## src/rtl/irq_ctrl_pkg.sv

```systemverilog
package irq_ctrl_pkg;

    localparam int DATA_W       = 32;
    localparam int EXC_BASE     = 16;
    localparam int PRIO_PER_REG = 4;
    localparam int FIELD_STRIDE = 8;

    // word indices on the register bus
    localparam int WIDX_ENA_SET = 0;
    localparam int WIDX_ENA_CLR = 1;
    localparam int WIDX_PND_SET = 2;
    localparam int WIDX_PND_CLR = 3;
    localparam int WIDX_PRIO0   = 8;

    // {active, pending}
    typedef enum logic [1:0] {
        SRC_IDLE     = 2'b00,
        SRC_PEND     = 2'b01,
        SRC_ACT      = 2'b10,
        SRC_PEND_ACT = 2'b11
    } src_state_e;

    typedef struct packed {
        logic [DATA_W-1:0] pnd_set;
        logic [DATA_W-1:0] pnd_clr;
    } sw_pend_cmd_t;

    function automatic logic [DATA_W-1:0] vec_addr(input logic [DATA_W-1:0] base,
                                                   input logic [DATA_W-1:0] exc);
        return base + (exc << 2);
    endfunction

endpackage

```

## src/rtl/irq_src_cell.sv

```systemverilog
module irq_src_cell
    import irq_ctrl_pkg::*;
(
    input  logic clk,
    input  logic rst,
    input  logic line_in,
    input  logic sw_set,
    input  logic sw_clr,
    input  logic take,
    input  logic done,
    output logic pend,
    output logic act
);

    logic       line_q;
    logic       edge_seen;
    src_state_e state_q, state_d;
    logic       p_n, a_n;

    assign edge_seen = line_in & ~line_q;
    assign pend      = state_q[0];
    assign act       = state_q[1];

    always_comb begin
        p_n     = (pend & ~sw_clr & ~take) | edge_seen | sw_set;
        a_n     = (act & ~done) | take;
        state_d = src_state_e'({a_n, p_n});
    end

    always_ff @(posedge clk) begin
        if (rst) begin
            line_q  <= 1'b0;
            state_q <= SRC_IDLE;
        end else begin
            line_q  <= line_in;
            state_q <= state_d;
        end
    end

    AST_TAKE_ONLY_FROM_PEND: assert property (@(posedge clk) disable iff (rst)
        take |-> (state_q == SRC_PEND)) else $error("take on non-pending source");
    AST_TAKE_MAKES_ACTIVE: assert property (@(posedge clk) disable iff (rst)
        take |=> act) else $error("take did not activate source");
    AST_DONE_ENDS_ACTIVE: assert property (@(posedge clk) disable iff (rst)
        (done && !take) |=> !act) else $error("done left source active");
    AST_EDGE_SETS_PEND: assert property (@(posedge clk) disable iff (rst)
        edge_seen |=> pend) else $error("edge did not set pending");

endmodule

```

## src/rtl/irq_pick.sv

```systemverilog
module irq_pick #(
    parameter int N   = 32,
    parameter int PW  = 2,
    parameter int IDW = $clog2(N)
) (
    input  logic [N-1:0]         cand,
    input  logic [N-1:0][PW-1:0] prio,
    output logic                 win_valid,
    output logic [IDW-1:0]       win_id,
    output logic [PW-1:0]        win_prio
);

    // lowest value wins; strict compare keeps the lower index on ties
    always_comb begin
        win_valid = 1'b0;
        win_id    = '0;
        win_prio  = '0;
        for (int i = 0; i < N; i++) begin
            if (cand[i] && (!win_valid || (prio[i] < win_prio))) begin
                win_valid = 1'b1;
                win_id    = IDW'(i);
                win_prio  = prio[i];
            end
        end
    end

    always_comb begin
        if (win_valid) begin
            AST_WIN_IS_CANDIDATE: assert (cand[win_id]) else $error("winner not a candidate");
        end
    end

endmodule

```

## src/rtl/irq_regfile.sv

```systemverilog
module irq_regfile
    import irq_ctrl_pkg::*;
#(
    parameter int N      = 32,
    parameter int PW     = 2,
    parameter int ADDR_W = 6
) (
    input  logic                 clk,
    input  logic                 rst,
    input  logic                 bus_en,
    input  logic                 bus_we,
    input  logic [ADDR_W-1:0]    bus_addr,
    input  logic [DATA_W-1:0]    bus_wdata,
    output logic [DATA_W-1:0]    bus_rdata,
    input  logic [N-1:0]         pend_vec,
    output logic [N-1:0]         ena_vec,
    output logic [N-1:0][PW-1:0] prio_arr,
    output sw_pend_cmd_t         sw_cmd
);

    localparam int WIW = ADDR_W - 2;
    localparam int NPR = N / PRIO_PER_REG;

    logic [WIW-1:0]        widx;
    logic                  aligned;
    logic                  wr;
    logic                  wr_ena_set, wr_ena_clr;
    logic [N-1:0]          ena_q;
    logic [N-1:0][PW-1:0]  prio_q;

    assign widx       = bus_addr[ADDR_W-1:2];
    assign aligned    = (bus_addr[1:0] == 2'b00);
    assign wr         = bus_en & bus_we & aligned;
    assign wr_ena_set = wr && (widx == WIW'(WIDX_ENA_SET));
    assign wr_ena_clr = wr && (widx == WIW'(WIDX_ENA_CLR));
    assign ena_vec    = ena_q;
    assign prio_arr   = prio_q;

    always_comb begin
        sw_cmd = '0;
        if (wr && (widx == WIW'(WIDX_PND_SET))) sw_cmd.pnd_set = bus_wdata;
        if (wr && (widx == WIW'(WIDX_PND_CLR))) sw_cmd.pnd_clr = bus_wdata;
    end

    always_ff @(posedge clk) begin
        if (rst) begin
            ena_q  <= '0;
            prio_q <= '0;
        end else begin
            if (wr_ena_set) ena_q <= ena_q | bus_wdata[N-1:0];
            if (wr_ena_clr) ena_q <= ena_q & ~bus_wdata[N-1:0];
            for (int k = 0; k < NPR; k++) begin
                if (wr && (widx == WIW'(WIDX_PRIO0 + k))) begin
                    for (int j = 0; j < PRIO_PER_REG; j++) begin
                        prio_q[k*PRIO_PER_REG + j] <= bus_wdata[j*FIELD_STRIDE +: PW];
                    end
                end
            end
        end
    end

    always_comb begin
        bus_rdata = '0;
        if (aligned) begin
            if ((widx == WIW'(WIDX_ENA_SET)) || (widx == WIW'(WIDX_ENA_CLR)))
                bus_rdata[N-1:0] = ena_q;
            if ((widx == WIW'(WIDX_PND_SET)) || (widx == WIW'(WIDX_PND_CLR)))
                bus_rdata[N-1:0] = pend_vec;
            for (int k = 0; k < NPR; k++) begin
                if (widx == WIW'(WIDX_PRIO0 + k)) begin
                    for (int j = 0; j < PRIO_PER_REG; j++) begin
                        bus_rdata[j*FIELD_STRIDE +: PW] = prio_q[k*PRIO_PER_REG + j];
                    end
                end
            end
        end
    end

    AST_ENA_SET_NO_CLEAR: assert property (@(posedge clk) disable iff (rst)
        wr_ena_set |=> ((ena_q & $past(ena_q)) == $past(ena_q))) else $error("enable set lost a bit");
    AST_ENA_CLR_NO_SET: assert property (@(posedge clk) disable iff (rst)
        wr_ena_clr |=> ((ena_q & ~$past(ena_q)) == '0)) else $error("enable clear added a bit");

endmodule

```

## src/rtl/irq_vector_ctrl.sv

```systemverilog
module irq_vector_ctrl
    import irq_ctrl_pkg::*;
#(
    parameter int          NUM_IRQ  = 32,
    parameter int          PRIO_W   = 2,
    parameter int          ADDR_W   = 6,
    parameter logic [31:0] VEC_BASE = 32'h0000_0000,
    localparam int         IDW      = $clog2(NUM_IRQ),
    localparam int         EXC_W    = $clog2(NUM_IRQ + EXC_BASE)
) (
    input  logic               clk,
    input  logic               rst,
    input  logic [NUM_IRQ-1:0] irq_line,
    input  logic               bus_en,
    input  logic               bus_we,
    input  logic [ADDR_W-1:0]  bus_addr,
    input  logic [31:0]        bus_wdata,
    output logic [31:0]        bus_rdata,
    input  logic               core_take,
    input  logic               core_done,
    output logic               irq_req,
    output logic [EXC_W-1:0]   irq_excnum,
    output logic [31:0]        irq_vector,
    output logic               irq_tail
);

    logic [NUM_IRQ-1:0]             pend_vec, act_vec, ena_vec;
    logic [NUM_IRQ-1:0][PRIO_W-1:0] prio_arr;
    sw_pend_cmd_t                   sw_cmd;
    logic [NUM_IRQ-1:0]             take_vec, done_vec, act_after;

    logic              best_valid, cur_valid, aft_valid;
    logic [IDW-1:0]    best_id, cur_id, aft_id;
    logic [PRIO_W-1:0] best_prio, cur_prio, aft_prio;
    logic              chain_ok;
    logic              tail_q;

    irq_regfile #(.N(NUM_IRQ), .PW(PRIO_W), .ADDR_W(ADDR_W)) u_regs (
        .clk(clk), .rst(rst),
        .bus_en(bus_en), .bus_we(bus_we), .bus_addr(bus_addr),
        .bus_wdata(bus_wdata), .bus_rdata(bus_rdata),
        .pend_vec(pend_vec), .ena_vec(ena_vec), .prio_arr(prio_arr),
        .sw_cmd(sw_cmd)
    );

    for (genvar g = 0; g < NUM_IRQ; g++) begin : g_src
        irq_src_cell u_cell (
            .clk(clk), .rst(rst),
            .line_in(irq_line[g]),
            .sw_set(sw_cmd.pnd_set[g]),
            .sw_clr(sw_cmd.pnd_clr[g]),
            .take(take_vec[g]),
            .done(done_vec[g]),
            .pend(pend_vec[g]),
            .act(act_vec[g])
        );
    end

    // best pending candidate
    irq_pick #(.N(NUM_IRQ), .PW(PRIO_W), .IDW(IDW)) u_pick_pend (
        .cand(pend_vec & ena_vec), .prio(prio_arr),
        .win_valid(best_valid), .win_id(best_id), .win_prio(best_prio)
    );

    // running handler: lowest value among active sources
    irq_pick #(.N(NUM_IRQ), .PW(PRIO_W), .IDW(IDW)) u_pick_act (
        .cand(act_vec), .prio(prio_arr),
        .win_valid(cur_valid), .win_id(cur_id), .win_prio(cur_prio)
    );

    // handler left running once the current one completes
    irq_pick #(.N(NUM_IRQ), .PW(PRIO_W), .IDW(IDW)) u_pick_after (
        .cand(act_after), .prio(prio_arr),
        .win_valid(aft_valid), .win_id(aft_id), .win_prio(aft_prio)
    );

    assign irq_req = best_valid && (!cur_valid || (best_prio < cur_prio));

    always_comb begin
        take_vec = '0;
        done_vec = '0;
        if (core_take && irq_req) take_vec[best_id] = 1'b1;
        if (core_done && cur_valid) done_vec[cur_id] = 1'b1;
        act_after = act_vec & ~done_vec;
    end

    assign chain_ok = core_done && cur_valid && best_valid &&
                      (!aft_valid || (best_prio < aft_prio));

    always_ff @(posedge clk) begin
        if (rst)            tail_q <= 1'b0;
        else if (core_take) tail_q <= 1'b0;
        else if (chain_ok)  tail_q <= 1'b1;
        else if (!irq_req)  tail_q <= 1'b0;
    end

    assign irq_tail   = tail_q & irq_req;
    assign irq_excnum = irq_req ? (EXC_W'(best_id) + EXC_W'(EXC_BASE)) : '0;
    assign irq_vector = irq_req ? vec_addr(VEC_BASE, 32'(irq_excnum)) : '0;

    AST_TAIL_FOLLOWS_DONE: assert property (@(posedge clk) disable iff (rst)
        $rose(irq_tail) |-> $past(core_done)) else $error("tail flag without done");
    AST_TAKEN_BECOMES_CURRENT: assert property (@(posedge clk) disable iff (rst)
        (core_take && irq_req && !core_done) |=> (cur_valid && (cur_id == $past(best_id))))
        else $error("taken source is not the running handler");

endmodule

```

## config.mk

```make
export PLATFORM = sky130hd
export DESIGN_NAME = irq_vector_ctrl
export DESIGN_NICKNAME = d
export VERILOG_FILES = /design/src/rtl/irq_ctrl_pkg.sv /design/src/rtl/irq_src_cell.sv /design/src/rtl/irq_pick.sv /design/src/rtl/irq_regfile.sv /design/src/rtl/irq_vector_ctrl.sv
export SDC_FILE = /design/constraint.sdc
export NUM_CORES = 1
export LEC_CHECK = 0
export BUFFER_PORTS_ARGS = -buffer_cell sky130_fd_sc_hd__buf_4
export CAP_MARGIN = 20
export CORE_MARGIN = 2
export CORE_UTILIZATION = 50
export DETAILED_ROUTE_END_ITERATION = 10
export PLACE_DENSITY_LB_ADDON = 0.1
export SLEW_MARGIN = 20
export SYNTH_ARGS = -nofsm -noshare
export SYNTH_HDL_FRONTEND = slang
export SYNTH_SLANG_ARGS = --single-unit
```

## constraint.sdc

```tcl
create_clock -name clk -period 40.9 [get_ports clk]
set_input_delay 4.09 -clock clk [delete_from_list [all_inputs] [get_ports clk]]
set_output_delay 4.09 -clock clk [all_outputs]
set_load 0.05 [all_outputs]
```

==> metrics, run 1 <==
f_max 26.1 MHz; CTS H-tree lvls 4; critical path's slowest cell dfxtp_2; Netlist cell types 104; RD Place Congestion 1.00; Synth area leaders dfxtp_1 (21%), a21oi_1 (8.8%), nand2_1 (7.2%); FFs w/ async S/R, synth 0; Final Net Count 2,813; final worst slack 2610 ps; Die Span X 196 um; area grow syn2layout 8.97%; num ports 148; Req. time, crit path 36,810 ps; Critical R2R Capture g_src[23].u_cell.state_q[0]; Std-Cell Rows 70; fin. max-slew vios 0; clk buf depth 2; reg-to-reg slack, setup 6290 ps; status finished, final reports clean; Area after DPL 19,300 um^2; CP peak stage delay 450 ps; die area 38,300 um^2; Worst Path Arrival 34,200 ps; initial core utilization 0.505; delay-heaviest family, CP compound AO/OA/AOI/OAI gates; Sink Count 193; FF-to-FF Start u_regs.prio_arr[1]; largest net degree at the start of global routing 112; crit path kind register to primary output; Worst Setup EP irq_vector[3]; period utilization 0.936; stages on the worst setup path 184; Vias/cell 6.80; fin crit period 38,290 ps; pre-CTS WS 1920 ps; Main synth FF type dfxtp_1; WHS Path Cells 2; Pwr Total 0.449 mW; Antenna Cells 0; final cell count without fillers 3,176; buffers and inverters on the worst path 26; relative slew slack 0.259; port bufs 121; Vias 21,600; wire per inst 23.7 um; Syn Std Cell Area 18,400 um^2; CP Launch Point u_regs.prio_arr[1]; Seq cells post-synth 193; placed wire-length estimate 55,900 um; Antenna Nets Post-Route 0; layout cell share with drive strength beyond 1 0.113; vias in the first global route 19,800; routed wire length 75,200 um; Clock Pin Slew Worst Setup and Hold Paths 90 ps; final setup fails 0; skew final 14.4 ps; Post-Synthesis Cells 2,697; class of the worst hold path register to register; initial antenna violation count 2; maxcap violations 0; Die Y 196 um; DRC violations left 0; post-route cell area 20,000 um^2; Placed Instances 3,144; yosys synthesis warning count 0; Global Route Usage Sum 0.381; Root Driver clkbuf_16; leading area contributor after synthesis dfxtp_1; setup TNS 0 ps; area of the core 36,300 um^2; Least-Margin Pin Slew 1110 ps; Mean Syn Cell Area 6.81 um^2; worst-skew pair later-pin latency 480 ps; EDFF count, synth 0; Starting DRT DRC Count 2,760; Crit path top cell by count ha_1; power per cell area 22.5 nW/um^2; reg2reg path depth 187; CP Launch Type register; sequential share of the synthesized area 0.210; maximum VDD drop 0.0313 mV; hold violation total from the final report 0; CTS tree done; crit-path max FO 8; total grt overflow 0; top cell type's share of synthesized area 0.210; Num CTS Buffers 17; Lkg Pwr 7.49 nW; critical path capture point type primary output; first-pass GRT wire length 113,000 um; 1st-pass router iterations 7
[timing repair]
| item | 4_1_cts | 5_1_grt |
|---|---|---|
| resized for setup | 0 | 20 |
| hold endpoints to repair | 0 | 0 |
| buffers inserted | 0 | 0 |
| setup endpoints to repair | 0 | 14 |
| hold buffers | 0 | 0 |
[through the flow]
stage	hold WS [ps]	utilization
after detailed placement	497	0.532
final	517	0.550
after global routing	561	0.550
after floorplan	462	-
after CTS	509	0.548
after global placement	492	0.532
[Yosys cell counts, types with 50 or more instances]
master,n
inv_1,123
nor3_1,65
nand3_1,89
nand2b_1,66
dfxtp_1,193
a22oi_1,50
clkbuf_1,139
o21ai_0,151
a21oi_1,324
nor2b_1,95
nand2_1,350
nor2_1,242
[power by group]
part	switching [mW]	internal [mW]	total (mW)
clock	0.0942	0.0848	0.179
combinational	0.0504	0.0226	0.0730
sequential	0.00475	0.192	0.197
total	0.149	0.300	0.449
[routing by layer]
layer / vias up / wire, um / global-route usage
li1: 9911 / - / -
met1: 10200 / 30200 / 0.492
met2: 1216 / 33900 / 0.619
met3: 228 / 7060 / 0.0610
met4: 2 / 3950 / 0.187
met5: - / 9 / 0
[worst min-delay path by stage]
stage                            start                           to  slack, ps
2_1_floorplan      u_regs.prio_arr[24]          u_regs.prio_arr[24]        460
3_3_place_gp       u_regs.prio_arr[24]          u_regs.prio_arr[24]        490
3_5_place_dp       u_regs.prio_arr[24]          u_regs.prio_arr[24]        500
4_1_cts            u_regs.prio_arr[24]          u_regs.prio_arr[24]        510
5_1_grt        g_src[27].u_cell.line_q  g_src[27].u_cell.state_q[0]        560
6_report           u_regs.prio_arr[24]          u_regs.prio_arr[24]        520
[logic make-up (layout without fill, tap and decap cells)]
| family | count (synthesis) | count (layout) | synth area share |
|---|---|---|---|
| flops | 193 | 193 | 0.210 |
| other cells | 1 | 26 | 0.000204 |
| mux | 41 | 41 | 0.0237 |
| simple gates | 1055 | 1055 | 0.273 |
| buf+inv | 315 | 301 | 0.0726 |
| compound gates | 1045 | 1045 | 0.388 |
| fa+ha+maj | 47 | 47 | 0.0313 |
[cell usage in the layout, fill, tap and decap left out, types with 42 or more instances in the layout]
master | Yosys | final
dfxtp_1 | 193 | 190
ha_1 | 42 | 42
nand2_1 | 350 | 350
a31oi_1 | 43 | 43
nand3_1 | 89 | 89
inv_1 | 123 | 123
nand2b_1 | 66 | 66
buf_4 | 32 | 145
o21ai_0 | 151 | 150
nor3_1 | 65 | 62
nor2_1 | 242 | 241
nor2b_1 | 95 | 94
a21oi_1 | 324 | 313
a22oi_1 | 50 | 50
[worst min-delay path: stages (launching register included)]
cell and delay (ps):
dfxtp_1 350, nand2_1 70, a21oi_1 60
[final cells by class]
class | count | area [um^2]
sequential | 193 | 3870
clock buffer | 18 | 439
inverter | 123 | 462
fill | 3612 | 16300
clock inverter | 14 | 150
timing repair buffer | 146 | 1100
multi-input combinational | 2214 | 13400
tap | 468 | 586
Note: power is estimated with default switching activity, not from simulation.
==> inputs of run 2 (changes only) <==
--- a/config.mk
+++ b/config.mk
@@ -8,7 +8,7 @@
 export BUFFER_PORTS_ARGS = -buffer_cell sky130_fd_sc_hd__buf_4
 export CAP_MARGIN = 20
 export CORE_MARGIN = 2
-export CORE_UTILIZATION = 50
+export CORE_UTILIZATION = 35
 export DETAILED_ROUTE_END_ITERATION = 10
 export PLACE_DENSITY_LB_ADDON = 0.1
 export SLEW_MARGIN = 20
==> metrics, run 2 (same netlist as run 1, synthesis figures left out) <==
Post CTS Setup Buffer Count 0; Placed Instances 3,366; port bufs 121; status finished, final reports clean; combinational share of power 0.164; Num CTS Buffers 17; crit-path max FO 8; final setup fails 0; Least-Margin Pin Slew 1070 ps; clk buf depth 2; maxcap violations 0; maximum VDD drop 0.0335 mV; f_max 26.1 MHz; DRC violations left 0; Root Driver clkbuf_16; critical path's slowest cell dfxtp_2; FF-to-FF Start u_regs.prio_arr[1]; hold violation total from the final report 0; hold path startpoint u_regs.prio_arr[24]; Die Span X 233 um; power per cell area 22.4 nW/um^2; Worst Path Arrival 34,280 ps; commonest non-fill, non-tap cell in the layout nand2_1; Antenna Nets Post-Route 0; 1st-pass router iterations 6; Final Net Count 2,823; buffers and inverters on the worst path 27; area grow syn2layout 10.8%; Die Y 233 um; period utilization 0.938; cts hold-fix bufs 0; area of the core 51,600 um^2; reg-to-reg slack, setup 5950 ps; initial antenna violation count 1; Critical R2R Capture g_src[9].u_cell.state_q[0]; wire per inst 24.3 um; Cell Int Power 0.304 mW; sw power 0.152 mW; relative slew slack 0.287; first-pass GRT wire length 123,000 um; die area 54,300 um^2; commonest non-fill, non-tap cells in the layout nand2_1 (350), a21oi_1 (312), nor2_1 (240); Starting DRT DRC Count 2,217; RD Place Congestion 0.973; delay-heaviest family, CP compound AO/OA/AOI/OAI gates; CTS H-tree lvls 4; critical path capture point type primary output; crit path kind register to primary output; clock share of power 0.404; Pwr Total 0.456 mW; total grt overflow 0; Req. time, crit path 36,810 ps; Clock Pin Slew Worst Setup and Hold Paths 80 ps; CP Launch Type register; worst hold path endpoint u_regs.prio_arr[24]; class of the worst hold path register to register; CP peak stage delay 440 ps; setup TNS 0 ps; Sink Count 193; Vias/cell 6.31; Lkg Pwr 7.51 nW; fin. max-slew vios 0; initial core utilization 0.356; hold_ws 524 ps; Crit path top cell by count ha_1; vias in the first global route 19,900; CTS tree done; skew final 19.8 ps; worst-skew pair later-pin latency 500 ps; largest net degree at the start of global routing 74; fin crit period 38,370 ps; layout cell share with drive strength beyond 1 0.117; Vias 21,500; Flop pwr share 0.432; Sw Ratio 0.334; Global Route Usage Sum 0.298; reg2reg path depth 184; placed wire-length estimate 61,400 um; final cell count without fillers 3,398; routed wire length 82,600 um; Antenna Cells 0; num ports 148; Std-Cell Rows 83; CP Launch Point u_regs.prio_arr[1]; WHS Path Cells 2; RSZ-0062 raised after global routing no
run 2: metal layers:
layer,vias to the layer above,part of all wire,GRT usage
met5,-,0,0
li1,9962,-,-
met4,0,0.030,0.0971
met2,912,0.46,0.490
met3,133,0.067,0.0337
met1,10400,0.45,0.405
run 2: cell type report:
type	count	area, um^2
Timing Repair Buffer	156	1170
Sequential cell	193	3870
Inverter	123	462
Tap cell	680	851
Fill cell	5441	31300
Clock buffer	17	425
Multi-Input combinational cell	2214	13400
Clock inverter	15	179
run 2: stage by stage:
stage               setup WS (ps)  utilization  area (um^2)
floorplan                    3210            -        18500
global placement             3500        0.381        19700
detailed placement           2060        0.381        19700
CTS                          1310        0.393        20300
global route                 29.9        0.394        20300
finish                       2530        0.394        20300
run 2: worst max-delay path by stage:
stage,endpoint,cells after the start
2_1_floorplan,irq_vector[5],180
3_3_place_gp,irq_vector[5],180
6_report,irq_excnum[3],182
4_1_cts,irq_excnum[2],180
5_1_grt,irq_excnum[3],183
3_5_place_dp,irq_excnum[2],180
run 2: power groups by stage:
stage	combinational, mW	sequential [mW]	clock (mW)
finish	0.0747	0.197	0.184
CTS	0.0732	0.197	0.188
detailed placement	0.0728	0.202	0
floorplan	0.0502	0.199	0
global route	0.0798	0.198	0.193
global placement	0.0723	0.201	0
run 2: worst min-delay path, stage by stage (launching register included):
cell and delay [ps]:
dfxtp_1 350, nand2_1 70, a21oi_1 60
run 2: repair_timing:
action,4_1_cts,5_1_grt
hold endpoints to repair,0,0
resized for setup,0,20
setup endpoints to repair,0,14
